--- config.mk ---
export PLATFORM = sky130hd
export DESIGN_NAME = lane_halfswap_unit
export DESIGN_NICKNAME = d
export VERILOG_FILES = /design/src/rtl/lane_halfswap_unit.sv
export SDC_FILE = /design/constraint.sdc
export NUM_CORES = 1
export LEC_CHECK = 0
export ABC_AREA = 1
export BUFFER_PORTS_ARGS = -buffer_cell sky130_fd_sc_hd__clkbuf_2
export CAP_MARGIN = 20
export CORE_AREA = 5 5 333 335
export DETAILED_ROUTE_END_ITERATION = 10
export DIE_AREA = 0 0 338 340
export PLACE_DENSITY = 0.3
export SLEW_MARGIN = 20
export SYNTH_ARGS = -nofsm -noshare
export SYNTH_HDL_FRONTEND = slang
export SYNTH_SLANG_ARGS = --single-unit
--- constraint.sdc ---
create_clock -name clk -period 0.97 [get_ports clk]
set_input_delay 0.194 -clock clk [delete_from_list [all_inputs] [get_ports clk]]
set_output_delay 0.194 -clock clk [all_outputs]
set_load 0.01 [all_outputs]
--- src/rtl/lane_halfswap_unit.sv ---
module lane_halfswap_unit #(
  parameter int VL = 256
) (
  input  logic              clk,
  input  logic              rst_n,
  input  logic              in_valid,
  input  logic [31:0]       instr,
  input  logic              feat_m_a,
  input  logic              feat_m_b,
  input  logic              feat_z_a,
  input  logic              feat_z_b,
  input  logic [VL-1:0]     src_vec,
  input  logic [VL-1:0]     dst_old,
  input  logic [VL/8-1:0]   pred,
  output logic [4:0]        src_sel,
  output logic [2:0]        pred_sel,
  output logic              out_valid,
  output logic              out_we,
  output logic              out_undef,
  output logic [4:0]        out_dst_idx,
  output logic [VL-1:0]     out_result
);
  localparam int LANES = VL / 128;
  localparam int PGRP  = 16;
  localparam logic [17:0] OPC_HI = 18'b000001010010111010;

  logic             hit, zmode, legal, any_act;
  logic [LANES-1:0] act;
  logic [VL-1:0]    opnd, res;
  logic             unused_pred;

  assign hit      = (instr[31:14] == OPC_HI);
  assign zmode    = instr[13];
  assign legal    = zmode ? (feat_z_a | feat_z_b) : (feat_m_a | feat_m_b);
  assign src_sel  = instr[9:5];
  assign pred_sel = instr[12:10];
  assign unused_pred = ^pred;

  for (genvar e = 0; e < LANES; e++) begin : g_lane
    assign act[e] = pred[PGRP*e];
    assign res[128*e +: 128] = act[e] ? {opnd[128*e +: 64], opnd[128*e+64 +: 64]}
                             : (zmode ? 128'b0 : dst_old[128*e +: 128]);
  end

  assign any_act = |act;
  assign opnd    = any_act ? src_vec : '0;

  always_ff @(posedge clk) begin
    if (!rst_n) begin
      out_valid   <= 1'b0;
      out_we      <= 1'b0;
      out_undef   <= 1'b0;
      out_dst_idx <= '0;
      out_result  <= '0;
    end else begin
      out_valid <= in_valid;
      out_we    <= in_valid & hit & legal;
      out_undef <= in_valid & hit & ~legal;
      if (in_valid) begin
        out_dst_idx <= instr[4:0];
        out_result  <= res;
      end
    end
  end
endmodule

==> flow_metrics.py <==
metrics = {
    "status": {
        "status": "finished, violations left",
        "violations": "negative setup slack",
    },
    "clock_network": {
        "cts_root_buf": "clkbuf_16",
        "clk_pin_slew_ns": 0.05,
        "clock_path_buffers": 3,
        "cts.sinks": 264,
        "cts-htree-levels": 2,
        "clk_latency_ns": 0.56,
        "tritoncts": "yes",
        "cts_buffers": 38,
    },
    "layout": {
        "layout-drive-gt1-share_pct": 44.2,
        "nNetsFinal": 3448,
        "instances_no_fill": 4306,
        "area_growth_pct": 142,
        "mostFrequentLayoutCells": "clkbuf_2, dlygate4sd3_1, a21oi_1",
        "final_common_cell": "clkbuf_2",
    },
    "routing": {
        "viasPerCell": 3.73,
        "drc": 0,
        "drtIter0Drc": 445,
        "first_pass_iters": 7,
        "drt-total-wl_um": 73600,
        "vias": 16045,
        "wl_per_cell_um": 17.1,
        "ant_nets": 0,
    },
    "power": {
        "power_uw": 35000,
        "intPower_uw": 25300,
        "powerDensity_mw_per_mm2": 1310,
        "clockPowerShare_pct": 40.5,
        "irDropWorstVdd_uv": 1080,
        "pwr-share-comb_pct": 24.2,
        "p_switching_uw": 9680,
        "leakage_uw": 0.0116,
        "p_seq_share_pct": 35.4,
        "switching_share_pct": 27.6,
    },
    "floorplan": {
        "die_area_mm2": 0.115,
        "die_h_um": 340,
        "die_w_um": 338,
        "floorplan.initialDensity_pct": 10.2,
        "num_rows": 121,
        "core_mm2": 0.108,
        "pin_count": 855,
    },
    "sta": {
        "worst_slack_ns": -0.296,
        "fin_tns_setup_ns": -59.26,
        "slew_headroom_pct": 72.7,
        "min_period_ns": 1.27,
        "finalSetupViolCount": 264,
        "finalClockSkew_ns": 0,
        "worst_pin_slew_ns": 0.410,
        "clock.fmax_ghz": 0.790,
        "hold_slack_ns": 0.0618,
        "hold_viol": 0,
        "timing.final.max_slew_violations": 0,
        "period_share_pct": 131,
        "rsz0062_at_grt": "true",
    },
    "critical_path": {
        "end_kind": "primary output",
        "cp_slowest_cell": "dfxtp_4",
        "critPathBufInv": 1,
        "rr_startpoint": "out_result[179]",
        "crit_chain": "clkbuf_16",
        "path_class": "register to primary output",
        "crit_start": "out_result[1]",
        "startpoint_type": "register",
        "cp.required_ns": 0.78,
        "worst-path-max-fanout": 2,
        "critPathTopFamily": "flip-flops",
        "cpPeakStageDelay_ns": 0.35,
        "critPathArrivalTime_ns": 1.07,
    },
    "global_routing": {
        "grt_max_degree": 38,
        "grt_usage_pct": 12.0,
        "grt_pass1_vias": 17523,
        "antenna_found_initial": 4,
        "grt_overflow": 0,
        "grt_pass1_wl_um": 107000,
    },
    "synthesis": {
        "synth_fp_nets": 2073,
        "netlist_area_mm2": 0.0110,
        "syn_inst": 1490,
        "synth.ff_latch_count": 264,
        "ys_warn_count": 0,
        "syn_area_per_cell_um2": 7.41,
        "ys_seq_area_share_pct": 47.9,
        "synth.distinct_cells": 15,
    },
    "min_path": {
        "worstHoldStart": "src_vec[81]",
        "hold_class": "primary input to register",
    },
    "run": {
        "cap_viol_max_count": 0,
    },
    "place": {
        "place_inst": 3703,
        "dp_slack_ns": -0.422,
        "dpl.hpwl_um": 56200,
        "io_buffers": 808,
        "gp_congestion": 0.779,
    },
}
[state kept, by name (all words and copies together), names as in the netlist]
register and cells:
out_dst_idx 5, out_result 256, out_undef 1, out_valid 1
out_we 1
[power by group through the flow]
stage / Clock [uW] / Combinational [uW] / Sequential [uW]
2_1_floorplan: 0 / 1830 / 12500
3_3_place_gp: 0 / 5700 / 12300
3_5_place_dp: 0 / 5590 / 12200
4_1_cts: 14900 / 8010 / 12200
5_1_grt: 15300 / 9160 / 12500
6_report: 14200 / 8460 / 12400
[synth_stat cells]
library cell	number	area share [%]
buf_4	20	1.4
inv_1	8	0.27
buf_6	3	0.31
buf_2	63	2.9
nand2_1	267	9.1
clkbuf_1	62	2.1
nor2_1	24	0.82
nand3_1	2	0.091
clkbuf_2	2	0.091
dfxtp_1	264	48
nor3_1	1	0.045
inv_4	1	0.057
o21ai_0	250	11
o21ai_1	11	0.50
a21oi_1	512	23
[final cells by class]
class                           count  area (um^2)
Antenna cell                        2         5.00
Clock buffer                       62         1190
Tap cell                         1414         1770
Inverter                            9         41.3
Sequential cell                   264         5640
Fill cell                       11893        81000
Multi-Input combinational cell   1067         4990
Timing Repair Buffer             1485        13100
Clock inverter                      3         42.5
[worst paths after layout]
check | endpoint | slack [ns] | cells after the start
max | out_result[1] | -0.30 | 1
min | out_result[17] | 0.06 | 4
max reg2reg | out_result[179] | 0.19 | 3
min reg2reg | out_result[191] | 0.52 | 2
[cells by family (layout without fill, tap and decap cells)]
family | after synthesis | in the layout | share of synthesized area (%)
AOI/OAI and AO/OA | 773 | 773 | 35.0
and+or+nand+nor | 294 | 294 | 10.0
DFF | 264 | 264 | 47.9
buffers and inverters | 159 | 1559 | 7.05
other | 0 | 2 | 0
[what timing repair did]
item / 4_1_cts / 5_1_grt
hold buffers: 528 / 0
endpoints found under the hold margin: 263 / 0
setup buffers: 4 / 4
resized for setup: 434 / 398
endpoints found under the setup margin: 264 / 264
[through the flow]
step                instance area [um^2]  utilization, %
global route                       26800            24.8
detailed placement                 17600            16.3
finish                             26800            24.8
global placement                   17600            16.3
floorplan                          11000               -
CTS                                25800            23.9
[per-layer routing]
layer | share of wire (%) | GRT usage (%)
met5 | 0 | 0
met4 | 2.8 | 3.38
met3 | 9.0 | 4.30
met2 | 49 | 21.5
met1 | 39 | 13.3
Note: power is estimated with default switching activity, not from simulation.
